`src/rtl/isb_pkg.sv`:
```
`timescale 1ns/1ps
package isb_pkg;
  typedef enum logic [1:0] {
    PH_IDLE = 2'd0,
    PH_OPS  = 2'd1,
    PH_EXEC = 2'd2,
    PH_WB   = 2'd3
  } slot_phase_t;
endpackage

```
`src/rtl/isb_result_table.sv`:
```
`timescale 1ns/1ps
module isb_result_table #(
  parameter int NUM_REGS = 16,
  parameter int REG_W    = 4,
  parameter int TAG_W    = 3
) (
  input  logic             clk,
  input  logic             rst_n,
  input  logic             set_en,
  input  logic [REG_W-1:0] set_reg,
  input  logic [TAG_W-1:0] set_tag,
  input  logic             clr_en,
  input  logic [REG_W-1:0] clr_reg,
  output logic [TAG_W-1:0] pend [NUM_REGS]
);
  for (genvar r = 0; r < NUM_REGS; r++) begin : g_reg
    always_ff @(posedge clk) begin
      if (!rst_n) begin
        pend[r] <= '0;
      end else if (set_en && set_reg == REG_W'(r)) begin
        pend[r] <= set_tag;
      end else if (clr_en && clr_reg == REG_W'(r)) begin
        pend[r] <= '0;
      end
    end
  end
endmodule

```
`src/rtl/isb_unit_slot.sv`:
```
`timescale 1ns/1ps
module isb_unit_slot
  import isb_pkg::*;
#(
  parameter int REG_W = 4,
  parameter int TAG_W = 3,
  parameter int OP_W  = 4
) (
  input  logic             clk,
  input  logic             rst_n,
  input  logic             alloc,
  input  logic [OP_W-1:0]  a_op,
  input  logic [REG_W-1:0] a_dst,
  input  logic [REG_W-1:0] a_s1,
  input  logic [REG_W-1:0] a_s2,
  input  logic [TAG_W-1:0] a_q1,
  input  logic [TAG_W-1:0] a_q2,
  input  logic             rd_fire,
  input  logic             exe_done,
  input  logic             wb_fire,
  input  logic [TAG_W-1:0] wb_tag,
  output logic             busy,
  output logic             rd_ok,
  output logic             wb_pend,
  output logic [OP_W-1:0]  op,
  output logic [REG_W-1:0] dst,
  output logic [REG_W-1:0] s1,
  output logic [REG_W-1:0] s2,
  output logic             r1,
  output logic             r2
);
  slot_phase_t     phase;
  logic [TAG_W-1:0] q1, q2;
  logic [TAG_W-1:0] q1_in, q2_in;

  // a producer writing back in the allocation cycle is no longer pending
  assign q1_in = (a_q1 == wb_tag) ? '0 : a_q1;
  assign q2_in = (a_q2 == wb_tag) ? '0 : a_q2;

  always_ff @(posedge clk) begin
    if (!rst_n) begin
      phase <= PH_IDLE;
      op    <= '0;
      dst   <= '0;
      s1    <= '0;
      s2    <= '0;
      q1    <= '0;
      q2    <= '0;
      r1    <= 1'b0;
      r2    <= 1'b0;
    end else begin
      case (phase)
        PH_IDLE: begin
          if (alloc) begin
            phase <= PH_OPS;
            op    <= a_op;
            dst   <= a_dst;
            s1    <= a_s1;
            s2    <= a_s2;
            q1    <= q1_in;
            q2    <= q2_in;
            r1    <= (q1_in == '0);
            r2    <= (q2_in == '0);
          end
        end
        PH_OPS: begin
          if (rd_fire) begin
            phase <= PH_EXEC;
            r1    <= 1'b0;
            r2    <= 1'b0;
          end else begin
            if (!r1 && wb_tag != '0 && q1 == wb_tag) begin
              r1 <= 1'b1;
              q1 <= '0;
            end
            if (!r2 && wb_tag != '0 && q2 == wb_tag) begin
              r2 <= 1'b1;
              q2 <= '0;
            end
          end
        end
        PH_EXEC: begin
          if (exe_done) phase <= PH_WB;
        end
        default: begin
          if (wb_fire) phase <= PH_IDLE;
        end
      endcase
    end
  end

  assign busy    = (phase != PH_IDLE);
  assign rd_ok   = (phase == PH_OPS) && r1 && r2;
  assign wb_pend = (phase == PH_WB);
endmodule

```
`src/rtl/isb_wb_arbiter.sv`:
```
`timescale 1ns/1ps
module isb_wb_arbiter #(
  parameter int NUM_UNITS = 5,
  parameter int TAG_W     = 3
) (
  input  logic [NUM_UNITS-1:0] req,
  output logic [NUM_UNITS-1:0] gnt,
  output logic [TAG_W-1:0]     tag
);
  logic found;
  always_comb begin
    gnt   = '0;
    tag   = '0;
    found = 1'b0;
    for (int i = 0; i < NUM_UNITS; i++) begin
      if (req[i] && !found) begin
        gnt[i] = 1'b1;
        tag    = TAG_W'(i + 1);
        found  = 1'b1;
      end
    end
  end
endmodule

```
`src/rtl/issue_scoreboard.sv`:
```
`timescale 1ns/1ps
module issue_scoreboard #(
  parameter int NUM_UNITS = 5,
  parameter int NUM_REGS  = 16,
  parameter int OP_W      = 4,
  localparam int REG_W    = $clog2(NUM_REGS),
  localparam int TAG_W    = $clog2(NUM_UNITS + 1)
) (
  input  logic                      clk,
  input  logic                      rst_n,
  input  logic                      iss_valid,
  output logic                      iss_ready,
  input  logic [TAG_W-1:0]          iss_unit,
  input  logic [OP_W-1:0]           iss_op,
  input  logic [REG_W-1:0]          iss_dst,
  input  logic [REG_W-1:0]          iss_src1,
  input  logic [REG_W-1:0]          iss_src2,
  output logic [NUM_UNITS-1:0]      rd_grant,
  input  logic [NUM_UNITS-1:0]      exe_done,
  output logic [NUM_UNITS-1:0]      wb_grant,
  output logic [REG_W-1:0]          wb_dst,
  output logic [NUM_UNITS*OP_W-1:0] unit_op
);
  logic [TAG_W-1:0] pend [NUM_REGS];
  logic [NUM_UNITS-1:0] u_busy, u_rdok, u_wbp, u_r1, u_r2, u_alloc;
  logic [NUM_UNITS-1:0] war_blk, wb_req;
  logic [REG_W-1:0] u_dst [NUM_UNITS];
  logic [REG_W-1:0] u_s1  [NUM_UNITS];
  logic [REG_W-1:0] u_s2  [NUM_UNITS];
  logic [TAG_W-1:0] wb_tag;
  logic             tgt_ok, tgt_busy, iss_fire;

  // issue acceptance
  always_comb begin
    tgt_ok   = 1'b0;
    tgt_busy = 1'b0;
    for (int i = 0; i < NUM_UNITS; i++) begin
      if (iss_unit == TAG_W'(i + 1)) begin
        tgt_ok   = 1'b1;
        tgt_busy = u_busy[i];
      end
    end
  end

  assign iss_ready = tgt_ok && !tgt_busy && (pend[iss_dst] == '0);
  assign iss_fire  = iss_valid && iss_ready;

  isb_result_table #(
    .NUM_REGS(NUM_REGS),
    .REG_W   (REG_W),
    .TAG_W   (TAG_W)
  ) i_table (
    .clk    (clk),
    .rst_n  (rst_n),
    .set_en (iss_fire),
    .set_reg(iss_dst),
    .set_tag(iss_unit),
    .clr_en (|wb_grant),
    .clr_reg(wb_dst),
    .pend   (pend)
  );

  for (genvar u = 0; u < NUM_UNITS; u++) begin : g_unit
    assign u_alloc[u] = iss_fire && (iss_unit == TAG_W'(u + 1));

    isb_unit_slot #(
      .REG_W(REG_W),
      .TAG_W(TAG_W),
      .OP_W (OP_W)
    ) i_slot (
      .clk     (clk),
      .rst_n   (rst_n),
      .alloc   (u_alloc[u]),
      .a_op    (iss_op),
      .a_dst   (iss_dst),
      .a_s1    (iss_src1),
      .a_s2    (iss_src2),
      .a_q1    (pend[iss_src1]),
      .a_q2    (pend[iss_src2]),
      .rd_fire (u_rdok[u]),
      .exe_done(exe_done[u]),
      .wb_fire (wb_grant[u]),
      .wb_tag  (wb_tag),
      .busy    (u_busy[u]),
      .rd_ok   (u_rdok[u]),
      .wb_pend (u_wbp[u]),
      .op      (unit_op[u*OP_W +: OP_W]),
      .dst     (u_dst[u]),
      .s1      (u_s1[u]),
      .s2      (u_s2[u]),
      .r1      (u_r1[u]),
      .r2      (u_r2[u])
    );

    // hold write-back while another unit still needs the old value
    always_comb begin
      war_blk[u] = 1'b0;
      for (int f = 0; f < NUM_UNITS; f++) begin
        if (f != u && u_busy[f] &&
            ((u_r1[f] && u_s1[f] == u_dst[u]) ||
             (u_r2[f] && u_s2[f] == u_dst[u]))) begin
          war_blk[u] = 1'b1;
        end
      end
    end

    assign wb_req[u] = u_wbp[u] && !war_blk[u];
  end

  isb_wb_arbiter #(
    .NUM_UNITS(NUM_UNITS),
    .TAG_W    (TAG_W)
  ) i_arb (
    .req(wb_req),
    .gnt(wb_grant),
    .tag(wb_tag)
  );

  always_comb begin
    wb_dst = '0;
    for (int i = 0; i < NUM_UNITS; i++) begin
      if (wb_grant[i]) wb_dst = u_dst[i];
    end
  end

  assign rd_grant = u_rdok;
endmodule

```
`config.mk`:
```
export PLATFORM = sky130hd
export DESIGN_NAME = issue_scoreboard
export DESIGN_NICKNAME = d
export VERILOG_FILES = /design/src/rtl/isb_pkg.sv /design/src/rtl/isb_result_table.sv /design/src/rtl/isb_unit_slot.sv /design/src/rtl/isb_wb_arbiter.sv /design/src/rtl/issue_scoreboard.sv
export SDC_FILE = /design/constraint.sdc
export NUM_CORES = 1
export LEC_CHECK = 0
export ABC_AREA = 1
export CORE_MARGIN = 2
export CORE_UTILIZATION = 23
export DETAILED_ROUTE_END_ITERATION = 6
export PLACE_DENSITY_LB_ADDON = 0.2
export SYNTH_ARGS = -nofsm -noshare
export SYNTH_HDL_FRONTEND = slang
export SYNTH_SLANG_ARGS = --single-unit
```
`constraint.sdc`:
```
create_clock -name clk -period 7.1 [get_ports clk]
set_input_delay 0.71 -clock clk [delete_from_list [all_inputs] [get_ports clk]]
set_output_delay 0.71 -clock clk [all_outputs]
set_load 0.1 [all_outputs]
```
==> metrics.txt <==
status completed; placed cells 2634; WP data arrival ~4500 ps; Final Cycle Share 0.7338; Die Y between 200 and 250 um; clk buf depth 2; min cycle time layout approximately 5200 ps; Routed Antenna Nets 0; static leakage approximately 0.0051 uW; ant diodes 0; Power Density between 200 and 250 mW/mm2; number of iterations in the first detailed-routing pass 7; Final Instance Count excl. Fillers between 2000 and 3000; Hold Vio Cnt, Final 0; r2r setup slk 3360 ps; vias per cell about 5; initial DRC count between 1000 and 1500; Slew @ Worst Pin ~1200 ps; RSZ-0062 raised after global routing false; Post-CTS Setup Bufs 0; vias in the first global route 12067; Final Instance Area 0.01396 mm2; Hold/Removal Path Class flop to flop; Reg clk slew, reported paths 70 ps; Crit. End Element primary output; # H-tree levels 4; Area Growth Syn to Fin 12.61%; clk_lat worst skew about 480 ps; Crit path required time 6390 ps; CTS tree done; setup_tns 0 ps; WL final roughly 54000 um; Seq/Total Area, Yosys 0.2875; initial core utilization 0.2317; total core area around 0.053 mm2; share of cells above drive strength 1 0.07110; share of the synthesized area in the top cell type 0.2875; Top FF cell, synth dfxtp_1; final core utilization 0.2609; hold buffers post-CTS 0; global placement routability congestion 0.9835; Max-Slew Margin vs Limit 0.2140; Yosys warning total 0; IO Count just over 60; Max Cap Viol 0; Post-Place Worst Slack about 2400 ps; count of cell types in the netlist 52; DR DRC count 0; fillers between 5000 and 6000; Final Net Count 2007; Fmax achieved 191.9 MHz; Worst Path Max Fanout 19; die span in x 236.1 um; Slew Limit Fails 0; syn_nets a little over 2000; post-synthesis cell area approximately 0.012 mm2; initial antenna violation count 0; DP Wirelength around 40000 um; CTS resizes 0; kind of critical path flop to primary output; leading post-synthesis cells by cell area dfxtp_1 29%, nand2_1 14%, a21oi_1 9.6%, o21ai_0 6.3%, nor2_1 5.9%; total grt overflow 0; synthesized flop and latch total approximately 180; final worst-path setup slack around 1900 ps; row count 85; Placed Instance Area between 0.01 and 0.015 mm2; via count ~13000; clock root cell clkbuf_16; pin count of the biggest net entering global routing between 90 and 100; Sink Count about 180; WL/cell 20.15 um; Max rail drop VDD about 170 uV; Syn Inst Count about 2000; startpoint class of the critical path flop; Die Area about 0.056 mm2; asr flop ratio synth 0; Setup Skew between 10 and 15 ps; port buffer count 61; CTS buffer count 17; cell taking the most area after synthesis dfxtp_1; Post-synth EDFFs 0; syn_area_per_cell between 6 and 7 um2; setup violators final 0; Tot GR Track Use 0.1894; first-pass GRT wire length roughly 79000 um
[Yosys cell counts (7+ instances only)]
cell,n
nand2_1,478
a21oi_1,237
nor2_1,194
inv_1,189
dfxtp_1,178
o21ai_0,156
nand3_1,116
clkbuf_1,60
xnor2_1,43
inv_2,31
nor3_1,31
o22ai_1,26
ha_1,23
o211ai_1,21
buf_4,20
buf_2,19
nand4_1,18
nand2_2,12
o21ai_1,12
nor2_2,9
xor2_1,9
nand3b_1,8
o221ai_1,8
buf_6,7
nand2_4,7
[cell families (layout without fill, tap and decap cells)]
group           count (synthesis)  count (layout)  synth area share
xor+xnor                       53              53           0.03806
simple gates                  898             898            0.3174
flops                         178             178            0.2875
fa+ha+maj                      23              23           0.02322
buf+inv                       333             325            0.1137
compound gates                492             492            0.2201
[placed cells by master, fill, tap and decap left out, types with 18 or more instances in the layout]
master / Yosys / layout
dfxtp_1: 178 / 178
o211ai_1: 21 / 21
xnor2_1: 43 / 43
nor3_1: 31 / 31
inv_1: 189 / 189
clkdlybuf4s50_1: 0 / 60
o21ai_0: 156 / 156
nand4_1: 18 / 18
inv_2: 31 / 30
o22ai_1: 26 / 26
nor2_1: 194 / 194
nand2_1: 478 / 478
nand3_1: 116 / 116
ha_1: 23 / 23
a21oi_1: 237 / 237
[per-stage QoR]
step	total power, uW	hold slack, ps
6_report	3068	465.8
5_1_grt	3210	487.4
4_1_cts	3072	464.7
3_5_place_dp	2093	453.9
3_3_place_gp	2096	451.6
2_1_floorplan	1782	439.5
[critical path, stage by stage, from the launching register on]
cell and delay (ps):
dfxtp_1 680, inv_1 250, o21ai_0 210, nor2_1 70, nand3_1 90, nand2_1 70, nand2_1 60, nand3_1 110
nor2_4 430, nand4_4 410, nor2_1 240, nand3b_2 230, clkdlybuf4s50_1 1160
[where the power goes]
part           switching, uW  internal [uW]  total, uW
Combinational            677            276        953
Clock                    461            526        987
Sequential              81.0           1050       1130
[worst paths after layout]
| kind | startpoint | endpoint | depth (start not counted) |
|---|---|---|---|
| worst max-delay path | g_unit[4].i_slot.dst[3]$_SDFFE_PN0P_ | wb_dst[0] | 12 |
| worst min register to register | g_unit[4].i_slot.q1[1]$_SDFFE_PN0P_ | g_unit[4].i_slot.q1[1]$_SDFFE_PN0P_ | 2 |
| worst min-delay path | g_unit[4].i_slot.q1[1]$_SDFFE_PN0P_ | g_unit[4].i_slot.q1[1]$_SDFFE_PN0P_ | 2 |
| worst max register to register | g_unit[4].i_slot.dst[3]$_SDFFE_PN0P_ | g_unit[3].i_slot.q2[1]$_SDFFE_PN0P_ | 16 |
[state kept, by name (all words and copies together) (netlist names)]
name	cells
g_unit.i_slot.s1	20
g_unit.i_slot.s2	20
g_unit.i_slot.phase	10
i_table.pend	48
g_unit.i_slot.op	20
g_unit.i_slot.r1	5
g_unit.i_slot.q1	15
g_unit.i_slot.q2	15
g_unit.i_slot.dst	20
g_unit.i_slot.r2	5
[area by class of cell]
cell class,instances,area (um2),area share
multi-input cells,1466,7421,0.5317
inverters,221,830.8,0.05953
well taps,696,870.8,0.06240
repair buffers,73,695.7,0.04985
clock inverters,13,135.1,0.009683
clock buffers,18,439.2,0.03147
flip-flops and latches,178,3563,0.2553
[metal layers]
| metal | vias to the layer above | share of wire | track usage |
|---|---|---|---|
| li1 | 6434 | - | - |
| met1 | 6257 | 0.47 | 0.2683 |
| met2 | 524 | 0.44 | 0.2933 |
| met3 | 85 | 0.064 | 0.02282 |
| met4 | 0 | 0.030 | 0.07026 |
| met5 | - | 0 | 0 |
Note: power is estimated with default switching activity, not from simulation.
